**config.mk**
```make
export PLATFORM = sky130hd
export DESIGN_NAME = raster_irq_unit
export DESIGN_NICKNAME = d
export VERILOG_FILES = /design/src/rtl/raster_pkg.sv /design/src/rtl/raster_timing.sv /design/src/rtl/pen_latch.sv /design/src/rtl/irq_ctrl.sv /design/src/rtl/raster_irq_unit.sv
export SDC_FILE = /design/constraint.sdc
export NUM_CORES = 1
export LEC_CHECK = 0
export BUFFER_PORTS_ARGS = -buffer_cell sky130_fd_sc_hd__buf_2
export CAP_MARGIN = 20
export CORE_AREA = 2 2 95 97
export CTS_CLUSTER_SIZE = 30
export DETAILED_ROUTE_END_ITERATION = 10
export DIE_AREA = 0 0 97 99
export PLACE_DENSITY = 0.65
export SYNTH_ARGS = -nofsm -noshare
export SYNTH_HDL_FRONTEND = slang
export SYNTH_HIERARCHICAL = 1
export SYNTH_SLANG_ARGS = --single-unit
```
**constraint.sdc**
```tcl
create_clock -name clk -period 5.5 [get_ports clk]
set_clock_uncertainty 0.1 [all_clocks]
set_input_delay 0.55 -clock clk [delete_from_list [all_inputs] [get_ports clk]]
set_output_delay 0.55 -clock clk [all_outputs]
set_load 0.05 [all_outputs]
```
**src/rtl/raster_pkg.sv**
```systemverilog
package raster_pkg;
    localparam int LINE_W  = 9;
    localparam int CYC_W   = 7;
    localparam int DATA_W  = 8;
    localparam int NFLAG   = 4;

    localparam logic [5:0] ADR_CTRL    = 6'h11;
    localparam logic [5:0] ADR_CMP     = 6'h12;
    localparam logic [5:0] ADR_PENX    = 6'h13;
    localparam logic [5:0] ADR_PENY    = 6'h14;
    localparam logic [5:0] ADR_FLAG    = 6'h19;
    localparam logic [5:0] ADR_MASK    = 6'h1A;
    localparam logic [5:0] ADR_OPEN_LO = 6'h2F;

    localparam int FLG_RASTER = 0;
    localparam int FLG_PEN    = 3;

    typedef enum logic {PH_RUN, PH_BLANK} phase_e;
    typedef enum logic {IRQ_IDLE, IRQ_ACTIVE} irq_state_e;

    function automatic logic [LINE_W-1:0] geo_lines(input logic [1:0] sel);
        unique case (sel)
            2'd0:    geo_lines = 9'd262;
            2'd1:    geo_lines = 9'd263;
            default: geo_lines = 9'd312;
        endcase
    endfunction

    function automatic logic [CYC_W-1:0] geo_cycles(input logic [1:0] sel);
        unique case (sel)
            2'd0:    geo_cycles = 7'd64;
            2'd1:    geo_cycles = 7'd65;
            default: geo_cycles = 7'd63;
        endcase
    endfunction
endpackage

```
**src/rtl/raster_timing.sv**
```systemverilog
module raster_timing
    import raster_pkg::*;
#(
    parameter int LW = LINE_W,
    parameter int CW = CYC_W
) (
    input  logic          clk,
    input  logic          rst_n,
    input  logic [1:0]    model_sel,
    input  logic [LW-1:0] cmp_val,
    output logic [CW-1:0] cyc,
    output logic [LW-1:0] line,
    output logic          frame_start,
    output logic          line_hit
);
    phase_e        phase_q, phase_d;
    logic [LW-1:0] last_line, line_d;
    logic [CW-1:0] last_cyc, cyc_d;
    logic          wrap, at_last, line_step;

    assign last_line = LW'(geo_lines(model_sel)) - LW'(1);
    assign last_cyc  = CW'(geo_cycles(model_sel)) - CW'(1);
    assign wrap      = (cyc == last_cyc);
    assign at_last   = (line >= last_line);

    // state register
    always_ff @(posedge clk) begin
        if (!rst_n) begin
            phase_q <= PH_RUN;
            cyc     <= '0;
            line    <= last_line;
        end else begin
            phase_q <= phase_d;
            cyc     <= cyc_d;
            line    <= line_d;
        end
    end

    // transitions: RUN_TO_BLANK on last-line wrap, BLANK_TO_RUN always
    always_comb begin
        phase_d = phase_q;
        unique case (phase_q)
            PH_RUN:   if (wrap && at_last) phase_d = PH_BLANK;
            PH_BLANK: phase_d = PH_RUN;
        endcase
    end

    // outputs
    always_comb begin
        cyc_d       = wrap ? '0 : cyc + CW'(1);
        line_d      = line;
        frame_start = 1'b0;
        line_step   = 1'b0;
        unique case (phase_q)
            PH_RUN: begin
                if (wrap && !at_last) begin
                    line_d    = line + LW'(1);
                    line_step = 1'b1;
                end
            end
            PH_BLANK: begin
                line_d      = '0;
                frame_start = 1'b1;
                line_step   = 1'b1;
            end
        endcase
        line_hit = line_step && (line_d == cmp_val);
    end
endmodule

```
**src/rtl/pen_latch.sv**
```systemverilog
module pen_latch
    import raster_pkg::*;
#(
    parameter int LW = LINE_W,
    parameter int CW = CYC_W,
    parameter int DW = DATA_W
) (
    input  logic          clk,
    input  logic          rst_n,
    input  logic          pen_in,
    input  logic          frame_start,
    input  logic [CW-1:0] cyc,
    input  logic [LW-1:0] line,
    output logic [DW-1:0] pen_x,
    output logic [DW-1:0] pen_y,
    output logic          pen_ev
);
    logic          armed;
    logic [CW+1:0] x_scaled;

    assign x_scaled = {cyc, 2'b00};
    assign pen_ev   = pen_in && armed;

    always_ff @(posedge clk) begin
        if (!rst_n) begin
            armed <= 1'b1;
            pen_x <= '0;
            pen_y <= '0;
        end else begin
            if (pen_ev) begin
                pen_x <= x_scaled[DW-1:0];
                pen_y <= line[DW-1:0];
            end
            if (frame_start)  armed <= 1'b1;
            else if (pen_ev)  armed <= 1'b0;
        end
    end
endmodule

```
**src/rtl/irq_ctrl.sv**
```systemverilog
module irq_ctrl
    import raster_pkg::*;
#(
    parameter int NF = NFLAG
) (
    input  logic          clk,
    input  logic          rst_n,
    input  logic          wr_flag,
    input  logic          wr_mask,
    input  logic [NF-1:0] wr_bits,
    input  logic [NF-1:0] set_bits,
    output logic [NF-1:0] flags,
    output logic [NF-1:0] mask,
    output logic          irq
);
    irq_state_e    st_q, st_d;
    logic [NF-1:0] fl_w, flags_d, mask_d;
    logic          drop, clr_all;

    always_comb begin
        fl_w    = wr_flag ? (flags & ~wr_bits) : flags;
        mask_d  = wr_mask ? wr_bits : mask;
        clr_all = wr_mask && ((wr_bits & fl_w) == '0);
        flags_d = (clr_all ? '0 : fl_w) | set_bits;
        drop    = (wr_flag && (fl_w == '0)) || clr_all;
    end

    // state register
    always_ff @(posedge clk) begin
        if (!rst_n) begin
            st_q  <= IRQ_IDLE;
            flags <= '0;
            mask  <= '0;
        end else begin
            st_q  <= st_d;
            flags <= flags_d;
            mask  <= mask_d;
        end
    end

    // transitions: IDLE_TO_ACTIVE on enabled flag, ACTIVE_TO_IDLE on drop
    always_comb begin
        st_d = st_q;
        unique case (st_q)
            IRQ_IDLE:   if ((flags_d & mask_d) != '0) st_d = IRQ_ACTIVE;
            IRQ_ACTIVE: if (drop && ((set_bits & mask_d) == '0)) st_d = IRQ_IDLE;
        endcase
    end

    // output
    always_comb irq = (st_q == IRQ_ACTIVE);
endmodule

```
**src/rtl/raster_irq_unit.sv**
```systemverilog
module raster_irq_unit
    import raster_pkg::*;
#(
    parameter int ADDR_W = 7
) (
    input  logic                clk,
    input  logic                rst_n,
    input  logic [1:0]          model_sel,
    input  logic [ADDR_W-1:0]   bus_addr,
    input  logic                bus_wr,
    input  logic [DATA_W-1:0]   bus_wdata,
    output logic [DATA_W-1:0]   bus_rdata,
    input  logic                pen_in,
    output logic [LINE_W-1:0]   line_cnt,
    output logic [CYC_W-1:0]    cyc_cnt,
    output logic                irq_o
);
    logic               in_space;
    logic [5:0]         lo;
    logic [DATA_W-1:0]  ctrl_q, pen_x, pen_y;
    logic [LINE_W-1:0]  cmp_q;
    logic               frame_start, line_hit, pen_ev;
    logic [NFLAG-1:0]   flags, mask, set_bits;
    logic               wr_ok;

    generate
        if (ADDR_W > 6) begin : g_wide
            assign in_space = ~|bus_addr[ADDR_W-1:6];
        end else begin : g_narrow
            assign in_space = 1'b1;
        end
    endgenerate

    assign lo    = bus_addr[5:0];
    assign wr_ok = bus_wr && in_space;

    always_ff @(posedge clk) begin
        if (!rst_n) begin
            ctrl_q <= '0;
            cmp_q  <= '0;
        end else if (wr_ok) begin
            if (lo == ADR_CTRL) begin
                ctrl_q           <= bus_wdata;
                cmp_q[LINE_W-1]  <= bus_wdata[DATA_W-1];
            end
            if (lo == ADR_CMP) cmp_q[DATA_W-1:0] <= bus_wdata;
        end
    end

    raster_timing u_tim (
        .clk(clk), .rst_n(rst_n), .model_sel(model_sel), .cmp_val(cmp_q),
        .cyc(cyc_cnt), .line(line_cnt), .frame_start(frame_start), .line_hit(line_hit)
    );

    pen_latch u_pen (
        .clk(clk), .rst_n(rst_n), .pen_in(pen_in), .frame_start(frame_start),
        .cyc(cyc_cnt), .line(line_cnt), .pen_x(pen_x), .pen_y(pen_y), .pen_ev(pen_ev)
    );

    always_comb begin
        set_bits             = '0;
        set_bits[FLG_RASTER] = line_hit;
        set_bits[FLG_PEN]    = pen_ev;
    end

    irq_ctrl u_irq (
        .clk(clk), .rst_n(rst_n),
        .wr_flag(wr_ok && (lo == ADR_FLAG)), .wr_mask(wr_ok && (lo == ADR_MASK)),
        .wr_bits(bus_wdata[NFLAG-1:0]), .set_bits(set_bits),
        .flags(flags), .mask(mask), .irq(irq_o)
    );

    always_comb begin
        bus_rdata = '0;
        if (in_space) begin
            if (lo >= ADR_OPEN_LO) bus_rdata = '1;
            else begin
                case (lo)
                    ADR_CTRL: bus_rdata = {line_cnt[LINE_W-1], ctrl_q[DATA_W-2:0]};
                    ADR_CMP:  bus_rdata = line_cnt[DATA_W-1:0];
                    ADR_PENX: bus_rdata = pen_x;
                    ADR_PENY: bus_rdata = pen_y;
                    ADR_FLAG: bus_rdata = {irq_o, 3'b000, flags};
                    ADR_MASK: bus_rdata = {4'hF, mask};
                    default:  bus_rdata = '0;
                endcase
            end
        end
    end
endmodule

```
==> impl_metrics.tcl <==
set metrics [dict create \
    status "finished, final reports clean" \
    crit_required_ps 5680 \
    vias_per_cell 5.64 \
    yosysUniqueCellTypes 68 \
    grt_pass1_vias 2747 \
    r2r_slack_ps 1590 \
    cts-root-buf "clkbuf_8" \
    synth_area_mm2 0.00336 \
    cp_slowest_cell "dfxtp_1" \
    synth_edf_count 0 \
    yosysSeqAreaShare 0.340 \
    cts_tree "built" \
    peakVddDrop_mv 0.141 \
    rr_endpoint "u_irq/irq$_SDFF_PN0_" \
    maxClockFrequency_mhz 256 \
    grt_pass1_wl_um 13800 \
    layout-drive-gt1-share 0.194 \
    switchingPower_uw 266 \
    crit_chain "inv_1 -> ha_1 -> and4b_1 -> o211a_1 -> a2111oi_4 -> nand2_1 -> mux2i_1 -> a221o_1 -> nand4b_1 -> a211oi_2 -> inv_1 -> a2bb2oi_2 -> o2111ai_1 -> o221a_1" \
    start_util 0.392 \
    routedWlPerCell_um 16.0 \
    synthFlopType "dfxtp_1" \
    portBuffers 45 \
    drt_pass1_iterations 6 \
    ys_warn_count 6 \
    area_growth_syn_to_layout_pct 13.7 \
    final-hold-violation-count 0 \
    slew_violations 0 \
    p_int_uw 714 \
    clock_power_share 0.413 \
    postCtsHoldBufs 0 \
    critical_path_buf_inv_count 2 \
    h-tree-depth 3 \
    cp-start-kind "register" \
    die_w_um 97 \
    seq_power_share 0.452 \
    rr_worst_depth 14 \
    crit_top_cell "inv_1" \
    die-area_mm2 0.00960 \
    io_pins 46 \
    switching_share 0.272 \
    hpwlAfterDp_um 6020 \
    whs_ps 366 \
    tns_ps 0 \
    synth.ff_latch_count 57 \
    max_slew_margin 0.557 \
    antenna_cells 0 \
    fp.dieH_um 99 \
    syn-mean-instance-area_um2 8.92 \
    rsz0062_at_grt "false" \
    cpPeakStageDelay_ps 580 \
    cp.depth 14 \
    drtIter0Drc 179 \
    setup_violations 0 \
    path_class "reg -> reg" \
    gr-usage-all-layers 0.177 \
    antenna_left 0 \
    num_rows 34 \
    numClockSinks 57 \
    grt_max_degree 63 \
    layout_min_cycle_time_ps 3910 \
    cap_violations 0 \
    nFillCells 826 \
    clk_pin_slew_worst_paths_ps 60 \
    crit_start "u_tim/line[0]$_DFF_P_" \
    hold_class "reg -> reg" \
    cts_buffer_depth 2 \
    routabilityCongestion 0.876 \
    antenna_found_initial 0 \
    vias 2989 \
    synthCells 376 \
    numCtsBuffers 9 \
    crit_fanout 8 \
    crit_arrival_ps 4080 \
    critPathTopFamily "compound AO/OA/AOI/OAI gates" \
    critPathCapture "u_irq/irq$_SDFF_PN0_" \
    cp-end-kind "register" \
    worst_slew_pin_slew_ps 664 \
    core_area_mm2 0.00855 \
    grt_overflow 0 \
    post-cts-setup-buffer-count 0 \
    power.density_mw_per_mm2 257 \
    finalCritPeriodShare 0.710 \
    hp-start "u_pen/pen_x[5]$_SDFFE_PN0P_" \
    ys_async_sr_fraction 0 \
    drcViolationCount 0 \
    postRouteWirelength_um 8470 \
    cts-resized-gates 0 \
    fin_nets 446 \
    clk_latency_ps 330 \
    p_leak_uw 0.00157 \
    regToRegStartpoint "u_tim/line[0]$_DFF_P_" \
    pwr-share-comb 0.135 \
]
flip-flops by register name, indices dropped and copies added (netlist names):
name and count:
cmp_q 9, u_tim/cyc 7, u_irq/mask 4, u_pen/pen_y 8
u_irq/irq 1, ctrl_q 7, u_pen/pen_x 6, u_irq/flags 4
u_tim/line 9, u_tim/phase_q 1, u_pen/armed 1
per-layer routing:
metal | vias to the layer above | wire length, um | share of wire | global-route usage
li1 | 1467 | - | - | -
met1 | 1434 | 3940 | 0.47 | 0.238
met2 | 78 | 4010 | 0.47 | 0.283
met3 | 10 | 364 | 0.043 | 0.0376
met4 | 0 | 154 | 0.018 | 0.0618
met5 | - | 0 | 0 | 0
worst min-delay path, delay by kind of cell, from the launching register on:
family | cells | cell delay [ps]
simple gates | 1 | 70
compound gates | 1 | 40
flops | 1 | 310
placed cells by master, fill, tap and decap left out, types with 7 or more instances in the layout:
cell,count
mux2i_1,30
a211oi_1,11
conb_1,10
ha_1,8
nor2b_1,22
dfxtp_1,57
xor2_1,8
a21oi_1,32
nand4_1,18
inv_1,7
o21ai_2,9
nand2_1,25
clkbuf_8,12
buf_2,45
nor2_1,20
o21ai_0,12
Yosys cell counts (7+ instances only):
library cell	instances	area, um^2
inv_1	7	26.3
a211oi_1	11	82.6
dfxtp_1	57	1140
a21oi_1	32	160
mux2i_1	30	300
nand2_1	25	93.8
ha_1	8	100
xor2_1	8	70.1
nand4_1	18	113
buf_2	7	35.0
nor2b_1	22	138
o21ai_0	12	60.1
o21ai_2	9	78.8
nor2_1	20	75.1
cell families after synthesis:
kind of cell,after synthesis,synth area share
multiplexers,32,0.0973
other,4,0.00447
flip-flops,57,0.340
AO/OA/AOI/OAI,103,0.215
adder cells (fa/ha/maj),8,0.0298
XOR/XNOR,14,0.0388
AND/OR/NAND/NOR,129,0.226
buffers and inverters,29,0.0488
how the worst min path moves through the flow:
| stage | to | slack (ps) | depth (start not counted) |
|---|---|---|---|
| after global routing | cmp_q[8]$_SDFFE_PN0P_ | 390 | 3 |
| after floorplan | u_pen/pen_x[7]$_SDFFE_PN0P_ | 340 | 2 |
| after global placement | u_pen/pen_y[4]$_SDFFE_PN0P_ | 350 | 2 |
| after CTS | u_pen/pen_x[5]$_SDFFE_PN0P_ | 370 | 2 |
| final | u_pen/pen_x[5]$_SDFFE_PN0P_ | 370 | 2 |
| after detailed placement | u_pen/pen_x[5]$_SDFFE_PN0P_ | 350 | 2 |
cell type report:
class / instances / area [um^2] / area share
clock buffer: 14 / 173 / 0.0452
clock inverter: 2 / 35.0 / 0.00918
inverter: 7 / 26.3 / 0.00689
multi-input combinational: 296 / 2070 / 0.543
sequential: 57 / 1140 / 0.299
tap: 108 / 135 / 0.0354
timing repair buffer: 46 / 233 / 0.0610
power groups by stage:
stage | registers, uW | clock network [uW] | logic [uW]
after floorplan | 460 | 0 | 86.3
after global placement | 451 | 0 | 129
after detailed placement | 451 | 0 | 131
after CTS | 442 | 412 | 131
after global routing | 444 | 428 | 145
final | 443 | 405 | 132
per-stage QoR:
stage | setup WS [ps] | std cells | cell area, um^2 | utilization | total power (uW)
6_report | 1590 | 530 | 3820 | 0.446 | 980
5_1_grt | 1440 | 530 | 3820 | 0.446 | 1020
4_1_cts | 1660 | 530 | 3820 | 0.446 | 985
3_5_place_dp | 1460 | 514 | 3610 | 0.422 | 582
3_3_place_gp | 1570 | 514 | 3610 | 0.422 | 581
2_1_floorplan | 1780 | 382 | 3380 | - | 546
No activity file was read; power rests on OpenSTA's default activity.
